==> src/rtl/os_cdr_pkg.sv <==
package os_cdr_pkg;
  typedef struct packed {
    logic level;  // synchronized line value
    logic edge_;  // level differs from previous sample
  } line_evt_t;
endpackage

==> src/rtl/os_line_sync.sv <==
module os_line_sync #(
  parameter int STAGES = 2
) (
  input  logic                  clk_i,
  input  logic                  rst_ni,
  input  logic                  line_i,
  output os_cdr_pkg::line_evt_t evt_o
);
  logic [STAGES-1:0] chain_q;
  logic              prev_q;

  generate
    for (genvar i = 0; i < STAGES; i++) begin : g_stage
      if (i == 0) begin : g_first
        always_ff @(posedge clk_i or negedge rst_ni)
          if (!rst_ni) chain_q[i] <= 1'b0;
          else         chain_q[i] <= line_i;
      end else begin : g_next
        always_ff @(posedge clk_i or negedge rst_ni)
          if (!rst_ni) chain_q[i] <= 1'b0;
          else         chain_q[i] <= chain_q[i-1];
      end
    end
  endgenerate

  always_ff @(posedge clk_i or negedge rst_ni)
    if (!rst_ni) prev_q <= 1'b0;
    else         prev_q <= chain_q[STAGES-1];

  assign evt_o.level = chain_q[STAGES-1];
  assign evt_o.edge_ = chain_q[STAGES-1] ^ prev_q;
endmodule

==> src/rtl/os_phase_ctr.sv <==
module os_phase_ctr #(
  parameter int OSR = 5
) (
  input  logic clk_i,
  input  logic rst_ni,
  input  logic edge_i,
  output logic capt_o
);
  localparam int PW   = (OSR > 1) ? $clog2(OSR) : 1;
  localparam int LAST = OSR - 1;
  localparam int MID  = (OSR - 1) / 2;

  logic [PW-1:0] phase_q, phase_d;

  // edge sample is position 0 of the new bit
  always_comb begin
    if (edge_i)                          phase_d = '0;
    else if (phase_q == PW'(LAST))       phase_d = '0;
    else                                 phase_d = phase_q + 1'b1;
  end

  always_ff @(posedge clk_i or negedge rst_ni)
    if (!rst_ni) phase_q <= PW'(LAST);
    else         phase_q <= phase_d;

  assign capt_o = (phase_d == PW'(MID));
endmodule

==> src/rtl/os_cid_mon.sv <==
module os_cid_mon #(
  parameter int MAX_CID = 5
) (
  input  logic clk_i,
  input  logic rst_ni,
  input  logic edge_i,
  input  logic capt_i,
  output logic loss_o
);
  localparam int TOP = MAX_CID + 1;
  localparam int CW  = $clog2(TOP + 1);

  logic [CW-1:0] run_q, run_d;

  always_comb begin
    run_d = run_q;
    if (edge_i)                          run_d = '0;
    else if (capt_i && run_q != CW'(TOP)) run_d = run_q + 1'b1;
  end

  always_ff @(posedge clk_i or negedge rst_ni)
    if (!rst_ni) begin
      run_q  <= '0;
      loss_o <= 1'b0;
    end else begin
      run_q  <= run_d;
      loss_o <= (run_d > CW'(MAX_CID));
    end
endmodule

==> src/rtl/os_cdr.sv <==
module os_cdr #(
  parameter int OSR         = 5,
  parameter int MAX_CID     = 5,
  parameter int SYNC_STAGES = 2
) (
  input  logic clk_i,
  input  logic rst_ni,
  input  logic line_i,
  output logic data_o,
  output logic strobe_o,
  output logic loss_o
);
  os_cdr_pkg::line_evt_t evt;
  logic capt;

  os_line_sync #(.STAGES(SYNC_STAGES)) u_sync (
    .clk_i (clk_i),
    .rst_ni(rst_ni),
    .line_i(line_i),
    .evt_o (evt)
  );

  os_phase_ctr #(.OSR(OSR)) u_phase (
    .clk_i (clk_i),
    .rst_ni(rst_ni),
    .edge_i(evt.edge_),
    .capt_o(capt)
  );

  os_cid_mon #(.MAX_CID(MAX_CID)) u_cid (
    .clk_i (clk_i),
    .rst_ni(rst_ni),
    .edge_i(evt.edge_),
    .capt_i(capt),
    .loss_o(loss_o)
  );

  always_ff @(posedge clk_i or negedge rst_ni)
    if (!rst_ni) begin
      data_o   <= 1'b0;
      strobe_o <= 1'b0;
    end else begin
      strobe_o <= capt;
      if (capt) data_o <= evt.level;
    end
endmodule

==> config.mk <==
export PLATFORM = sky130hd
export DESIGN_NAME = os_cdr
export DESIGN_NICKNAME = d
export VERILOG_FILES = /design/src/rtl/os_cdr_pkg.sv /design/src/rtl/os_line_sync.sv /design/src/rtl/os_phase_ctr.sv /design/src/rtl/os_cid_mon.sv /design/src/rtl/os_cdr.sv
export SDC_FILE = /design/constraint.sdc
export NUM_CORES = 1
export LEC_CHECK = 0
export BUFFER_PORTS_ARGS = -buffer_cell sky130_fd_sc_hd__buf_2
export CAP_MARGIN = 10
export CORE_AREA = 2 2 39 41
export CTS_BUF_LIST = sky130_fd_sc_hd__clkbuf_2 sky130_fd_sc_hd__clkbuf_4 sky130_fd_sc_hd__clkbuf_8
export DETAILED_ROUTE_END_ITERATION = 8
export DIE_AREA = 0 0 41 43
export PLACE_DENSITY = 0.67
export SETUP_SLACK_MARGIN = 0.05
export SLEW_MARGIN = 20
export SYNTH_ARGS = -nofsm -noshare
export SYNTH_HDL_FRONTEND = slang
export SYNTH_SLANG_ARGS = --single-unit
==> constraint.sdc <==
create_clock -name clk_i -period 1.55 [get_ports clk_i]
set_clock_uncertainty 0.15 [all_clocks]
set_input_delay 0.155 -clock clk_i [delete_from_list [all_inputs] [get_ports clk_i]]
set_output_delay 0.155 -clock clk_i [all_outputs]
set_load 0.005 [all_outputs]
==> results of run 1 <==
metrics by stage:
stage | setup TNS (ns) | area [µm²] | setup WS [ns]
2_1_floorplan | -0.0520 | 642 | -0.0318
3_3_place_gp | -0.0697 | 792 | -0.0348
3_5_place_dp | -0.181 | 792 | -0.0534
4_1_cts | -0.211 | 871 | -0.0541
5_1_grt | -0.432 | 878 | -0.0940
6_report | -0.139 | 878 | -0.0375
where the power goes:
group          internal, mW  total (mW)  leakage (nW)  switching, mW
combinational         0.179       0.319         0.270          0.140
clock                 0.143       0.258        0.0210          0.115
sequential            0.345       0.373         0.149         0.0280
how the worst min path moves through the flow:
| stage | slack, ns | end | cells past startpoint |
|---|---|---|---|
| final | 0.12 | u_cid.run_q[2] | 2 |
| after global routing | 0.18 | strobe_o | 2 |
| after CTS | 0.13 | strobe_o | 2 |
| after detailed placement | -0.10 | u_phase.phase_q[0] | 1 |
| after global placement | -0.11 | strobe_o | 1 |
| after floorplan | -0.29 | data_o | 0 |
kinds of logic (layout without fill, tap and decap cells):
kind of cell | after synthesis | after routing | share of synthesized area [%]
muxes | 2 | 2 | 3.29
AOI/OAI and AO/OA | 11 | 11 | 13.8
buffers and inverters | 6 | 32 | 3.70
and+or+nand+nor | 20 | 20 | 18.7
DFF | 12 | 12 | 49.6
adders and majority gates | 4 | 4 | 8.23
xor gates and xnor gates | 1 | 1 | 2.68
cell type report:
class	instances	area [µm²]	area share, %
Multi-Input combinational cell	38	333	37.9
Sequential cell	12	302	34.3
Timing Repair Buffer	22	165	18.8
Clock buffer	4	36.3	4.13
Inverter	6	22.5	2.56
Tap cell	16	20.0	2.28
layer usage:
layer | up-vias | routed length, µm | part of all wire, %
met2 | 12 | 674 | 51
met3 | 6 | 51 | 3.9
met4 | 0 | 41 | 3.1
li1 | 249 | - | -
met5 | - | 0 | 0
met1 | 219 | 547 | 42
state kept, by name (all words and copies together) (netlist names):
register and cells:
data_o 1, strobe_o 1, u_cid.loss_o 1, u_cid.run_q 3
u_phase.phase_q 3, u_sync.chain_q 1, u_sync.evt_o 1, u_sync.prev_q 1
synthesized netlist by cell type:
| library cell | number |
|---|---|
| or2_4 | 1 |
| nand2_1 | 6 |
| nor2_1 | 2 |
| nand3b_1 | 1 |
| o211ai_1 | 1 |
| a21oi_1 | 3 |
| o22ai_1 | 1 |
| dfstp_2 | 1 |
| nand3_1 | 2 |
| and3_1 | 2 |
| and2_1 | 1 |
| nor3b_1 | 2 |
| ha_1 | 4 |
| mux2i_1 | 2 |
| nor2b_1 | 1 |
| nand3b_2 | 1 |
| o21a_1 | 1 |
| nand4_1 | 1 |
| o221a_2 | 1 |
| xnor2_2 | 1 |
| inv_1 | 6 |
| a211oi_1 | 1 |
| dfrtp_1 | 11 |
| a211o_1 | 1 |
| a211oi_2 | 1 |
| a21o_1 | 1 |
repair_timing:
| item | 4_1_cts | 5_1_grt |
|---|---|---|
| hold buffers | 2 | 0 |
| hold endpoints to repair | 13 | 0 |
| endpoints found under the setup margin | 6 | 6 |
| pin swaps | 2 | 5 |
| resized for setup | 3 | 4 |
| buffers inserted | 1 | 0 |
==> impl_metrics.json, run 1 <==
{
  "status": "complete, but fails checks",
  "failing_checks": "setup timing",
  "vias": 486,
  "crit_required_ns": 1.60,
  "route.detailed.vias_per_inst": 4.96,
  "cp-endpoint": "u_cid.run_q[0]",
  "max-clock-path-buffers": 2,
  "use_met3_pct": 5.24,
  "ctsHtreeMaxLevel": 1,
  "antenna_cells_inserted": 0,
  "pre_repair_dr_iteration_count": 4,
  "numClockSinks": 12,
  "worstPathCellList": "inv_2 -> ha_4 -> nand3b_4 -> a211oi_4 -> mux2i_1",
  "worstSetupPathType": "reg -> reg",
  "first_global_vias": 522,
  "insertion_delay_ns": 0.28,
  "cts_buffers": 3,
  "initialDrtViolationCount": 5,
  "chipHeight_um": 43,
  "gr-usage-all-layers_pct": 19.7,
  "grt_start_max_net_pins": 13,
  "ys_warn_count": 0,
  "final_layout_size_suffix_gt1_share_pct": 43.9,
  "unrepaired_setup_endpoints_after_global_routing": "true",
  "syn-cell-area_um2": 608,
  "synthDominantCellAreaShare_pct": 45.3,
  "die-width_um": 41,
  "setup_slack_ns": -0.0375,
  "area.growth.synth_to_final_pct": 44.4,
  "finalMaxSlewViolations": 0,
  "number_of_nets_with_antenna_violations_after_routing": 0,
  "cp_slowest_stage_delay_ns": 0.41,
  "cts_root_buf": "clkbuf_4",
  "remaining_drc_errors": 0,
  "cp-start-kind": "register",
  "cp_slowest_cell": "dfrtp_1",
  "net_count_final": 90,
  "synth_sequential_area_ratio_pct": 49.6,
  "arrival_ns": 1.64,
  "synth.avg_cell_area_um2": 10.9,
  "global_route.usage.met1_pct": 23.0,
  "period_share_pct": 102,
  "power.static_leakage_nw": 0.440,
  "yosysTopAreaCell": "dfrtp_1",
  "vdd_drop_max_mv": 0.689,
  "drt_wl_total_um": 1320,
  "critical_path.endpoint_type": "register",
  "total_congestion_overflow_after_global_routing": 0,
  "fin_util_pct": 63.5,
  "dp_cells": 91,
  "post_route_non_filler_standard_cell_count": 98,
  "totalPowerFinal_mw": 0.950,
  "min_delay_path_class": "in -> async",
  "setup.reg_to_reg.worst_slack_ns": -0.04,
  "final_cell_mix": "buf_4 (13), dfrtp_1 (11), nand2_1 (5), buf_2 (5), inv_1 (4)",
  "placeableCoreArea_um2": 1380,
  "grtUsageMet2_pct": 29.7,
  "cellPowerDensity_nw_per_um2": 1080,
  "num_io_pins": 6,
  "worstReg2RegEnd": "u_cid.run_q[0]",
  "final-setup-viol-count": 6,
  "wire_length_of_the_first_global_routing_pass_um": 2220,
  "path_delay_family": "flip-flops",
  "place.detailed.hpwl_um": 902,
  "grt_antenna_before_repair": 0,
  "port_buffers": 5,
  "layout_commonest_cell": "buf_4",
  "ys_ff_latch": 12,
  "num-fill-cells": 113,
  "timing_worst_slew_pin_value_ns": 0.331,
  "tritoncts": "yes",
  "synthesis.instances": 56,
  "critPathBufInv": 1,
  "max_cap_viol_count": 0,
  "rr_worst_depth": 5,
  "finalHoldViolCount": 0,
  "ys_top_cells_by_area": "dfrtp_1 (45%), ha_1 (8.2%), dfstp_2 (4.3%)",
  "placement_rows": 14,
  "max_slew_margin_pct": 77.8,
  "cp.depth": 5,
  "critical_path.max_fanout": 3,
  "top_usage_layer": "met2",
  "regToRegStartpoint": "u_phase.phase_q[0]",
  "crit_path_from": "u_phase.phase_q[0]",
  "start_util_pct": 43.9,
  "post-route-min-period_ns": 1.59,
  "worst_hold_slack_ns": 0.123,
  "max_freq_ghz": 0.630,
  "clkTransAtPathRegs_ns": 0.08,
  "die-area_um2": 1760,
  "synth.distinct_cells": 26,
  "gp_routability_congestion": 0.752,
  "detail_route.wl_per_cell_um": 13.4,
  "synth.net_count": 63
}
Note: power is estimated with default switching activity, not from simulation.
==> run 2: changes to the inputs <==
--- a/config.mk
+++ b/config.mk
@@ -5,13 +5,15 @@
 export SDC_FILE = /design/constraint.sdc
 export NUM_CORES = 1
 export LEC_CHECK = 0
+export ABC_AREA = 1
 export BUFFER_PORTS_ARGS = -buffer_cell sky130_fd_sc_hd__buf_2
 export CAP_MARGIN = 10
-export CORE_AREA = 2 2 39 41
+export CELL_PAD_IN_SITES_DETAIL_PLACEMENT = 1
+export CELL_PAD_IN_SITES_GLOBAL_PLACEMENT = 2
+export CORE_UTILIZATION = 34
 export CTS_BUF_LIST = sky130_fd_sc_hd__clkbuf_2 sky130_fd_sc_hd__clkbuf_4 sky130_fd_sc_hd__clkbuf_8
 export DETAILED_ROUTE_END_ITERATION = 8
-export DIE_AREA = 0 0 41 43
-export PLACE_DENSITY = 0.67
+export PLACE_DENSITY_LB_ADDON = 0.1
 export SETUP_SLACK_MARGIN = 0.05
 export SLEW_MARGIN = 20
 export SYNTH_ARGS = -nofsm -noshare
==> impl_metrics.json, run 2 <==
{
  "setup_slack_ns": -0.102,
  "post-route-min-period_ns": 1.65,
  "post_synth_edffs": 0,
  "synth-main-ff-cell": "dfrtp_1",
  "first_global_vias": 472,
  "cts_buffers": 3,
  "critical_path.max_fanout": 5,
  "max_slew_margin_pct": 81.7,
  "min_delay_path_class": "in -> async",
  "pre_repair_dr_iteration_count": 2,
  "max_cap_viol_count": 0,
  "critical_path.endpoint_type": "register",
  "finalMaxSlewViolations": 0,
  "cellPowerDensity_nw_per_um2": 959,
  "route.detailed.vias_per_inst": 4.46,
  "clkTransAtPathRegs_ns": 0.08,
  "grt_start_max_net_pins": 13,
  "comb_power_share_pct": 26.9,
  "synthesis.instances": 57,
  "rr_worst_depth": 10,
  "grt_antenna_before_repair": 0,
  "finalHoldViolCount": 0,
  "vias": 428,
  "power_switching_mw": 0.223,
  "number_of_nets_with_antenna_violations_after_routing": 0,
  "port_buffers": 5,
  "timing_worst_slew_pin_value_ns": 0.274,
  "chipHeight_um": 43.3,
  "pwr-share-clk_pct": 27.4,
  "synth.net_count": 64,
  "cp-start-kind": "register",
  "initialDrtViolationCount": 1,
  "final_layout_size_suffix_gt1_share_pct": 50.0,
  "insertion_delay_ns": 0.27,
  "dp_cells": 82,
  "area.growth.synth_to_final_pct": 42.5,
  "cpMostUsedCell": "inv_2",
  "total_congestion_overflow_after_global_routing": 0,
  "ys_ff_latch": 12,
  "post_route_non_filler_standard_cell_count": 96,
  "yosys.cell_count.top_type": "inv_1",
  "worstPathCellList": "inv_2 -> ha_4 -> inv_2 -> a21oi_4 -> nand2_4 -> nor2_8 -> nand3_4 -> nand2_2 -> nand3_2 -> nor2_1",
  "unrepaired_setup_endpoints_after_global_routing": "true",
  "cp_slowest_stage_delay_ns": 0.40,
  "switching_share_pct": 28.2,
  "net_count_final": 88,
  "synth_async_sr_flop_share_pct": 100,
  "internal-power_mw": 0.570,
  "period_share_pct": 107,
  "failing_checks": "setup timing",
  "seq_power_share_pct": 45.7,
  "num_io_pins": 6,
  "place.detailed.hpwl_um": 773,
  "gp_routability_congestion": 0.714,
  "syn-cell-area_um2": 581,
  "top_regs": "u_cid.run_q (3), u_phase.phase_q (3)",
  "gr-usage-all-layers_pct": 15.6,
  "final-setup-viol-count": 7,
  "crit_path_from": "u_phase.phase_q[0]",
  "ys_top_cells_by_area": "dfrtp_1 (47%), ha_1 (8.6%), inv_1 (8.4%)",
  "synth.avg_cell_area_um2": 10.2,
  "tritoncts": "yes",
  "cp_slowest_cell": "dfrtp_1",
  "cts_root_buf": "clkbuf_4",
  "remaining_drc_errors": 0,
  "max_freq_ghz": 0.605,
  "start_util_pct": 37.2,
  "max-clock-path-buffers": 2,
  "drt_wl_total_um": 1240,
  "worstSetupPathType": "reg -> reg",
  "regToRegStartpoint": "u_phase.phase_q[0]",
  "fin_util_pct": 53.0,
  "vdd_drop_max_mv": 0.781,
  "detail_route.wl_per_cell_um": 12.9,
  "yosysTopAreaCell": "dfrtp_1",
  "numClockSinks": 12,
  "final_cell_mix": "inv_1 (11), dfrtp_1 (11), buf_4 (11)",
  "ys_warn_count": 0,
  "synthDominantCellAreaShare_pct": 47.4,
  "crit_required_ns": 1.60,
  "antenna_cells_inserted": 0,
  "die-width_um": 43.3,
  "leading_post_synthesis_cells_by_instance_count": "inv_1 (13), dfrtp_1 (11), nand2_1 (8)",
  "arrival_ns": 1.70,
  "power.static_leakage_nw": 0.459,
  "synth_sequential_area_ratio_pct": 51.9,
  "die-area_um2": 1880,
  "wire_length_of_the_first_global_routing_pass_um": 2030,
  "synth.distinct_cells": 16,
  "status": "complete, but fails checks",
  "placeableCoreArea_um2": 1560,
  "placement_rows": 14,
  "ctsHtreeMaxLevel": 1,
  "setup.reg_to_reg.worst_slack_ns": -0.10
}
-- run 2: worst paths after layout --
kind	to
min reg2reg	u_sync.evt_o[1]
max in group asynchronous	u_phase.phase_q[2]
min	u_phase.phase_q[1]
max	u_cid.loss_o
max reg2reg	u_cid.loss_o
min in group clk_i	u_sync.evt_o[1]
-- run 2: timing repair --
item / CTS / global route
buffers inserted: 4 / 4
gates resized for setup: 7 / 6
hold endpoints to repair: 13 / 0
endpoints found under the setup margin: 6 / 7
hold buffers: 2 / 0
pin swaps: 7 / 7
-- run 2: final cells by class --
cell class | instances | area [µm²]
sequential | 12 | 302
fill | 177 | 732
tap | 16 | 20.0
timing repair buffer | 19 | 139
multi-input combinational | 32 | 288
clock buffer | 4 | 30.0
inverter | 13 | 48.8
-- run 2: cells by family (layout without fill, tap and decap cells) --
logic type                 count (synthesis)  count (layout)  share of synthesized area [%]
and+or+nand+nor                           24              24                           26.3
DFF                                       12              12                           51.9
adders and majority gates                  4               4                           8.62
buffers and inverters                     13              36                           8.41
AOI/OAI and AO/OA                          4               4                           4.74
-- run 2: per-layer routing --
layer	global-route usage, %	up-vias	wire length [µm]
li1	-	221	-
met1	19.9	200	566
met2	24.5	5	632
met3	3.83	2	28
met4	7.50	0	14
met5	0	-	0
-- run 2: critical path: cells and delay by family, from the launching register on --
| kind | cells | cell delay [ns] |
|---|---|---|
| AND/OR/NAND/NOR | 6 | 0.55 |
| adder cells (fa/ha/maj) | 1 | 0.26 |
| buffers and inverters | 2 | 0.11 |
| AO/OA/AOI/OAI | 1 | 0.12 |
| flip-flops | 1 | 0.40 |
-- run 2: power by group through the flow --
| stage | combinational (mW) | clock, mW | sequential (mW) |
|---|---|---|---|
| detailed placement | 0.142 | 0 | 0.365 |
| finish | 0.214 | 0.217 | 0.362 |
| floorplan | 0.0817 | 0 | 0.365 |
| global route | 0.235 | 0.244 | 0.365 |
| CTS | 0.189 | 0.232 | 0.360 |
| global placement | 0.138 | 0 | 0.365 |
-- run 2: stage by stage --
step | TNS (ns) | cell area (µm²) | setup WS (ns) | hold WS (ns) | total power, mW
2_1_floorplan | -0.0192 | 581 | -0.0192 | -0.291 | 0.446
3_3_place_gp | -0.172 | 656 | -0.0863 | -0.0962 | 0.503
3_5_place_dp | -0.246 | 656 | -0.101 | -0.0948 | 0.507
4_1_cts | -0.416 | 773 | -0.128 | 0.141 | 0.781
5_1_grt | -0.930 | 827 | -0.186 | 0.156 | 0.844
6_report | -0.411 | 827 | -0.102 | 0.135 | 0.793
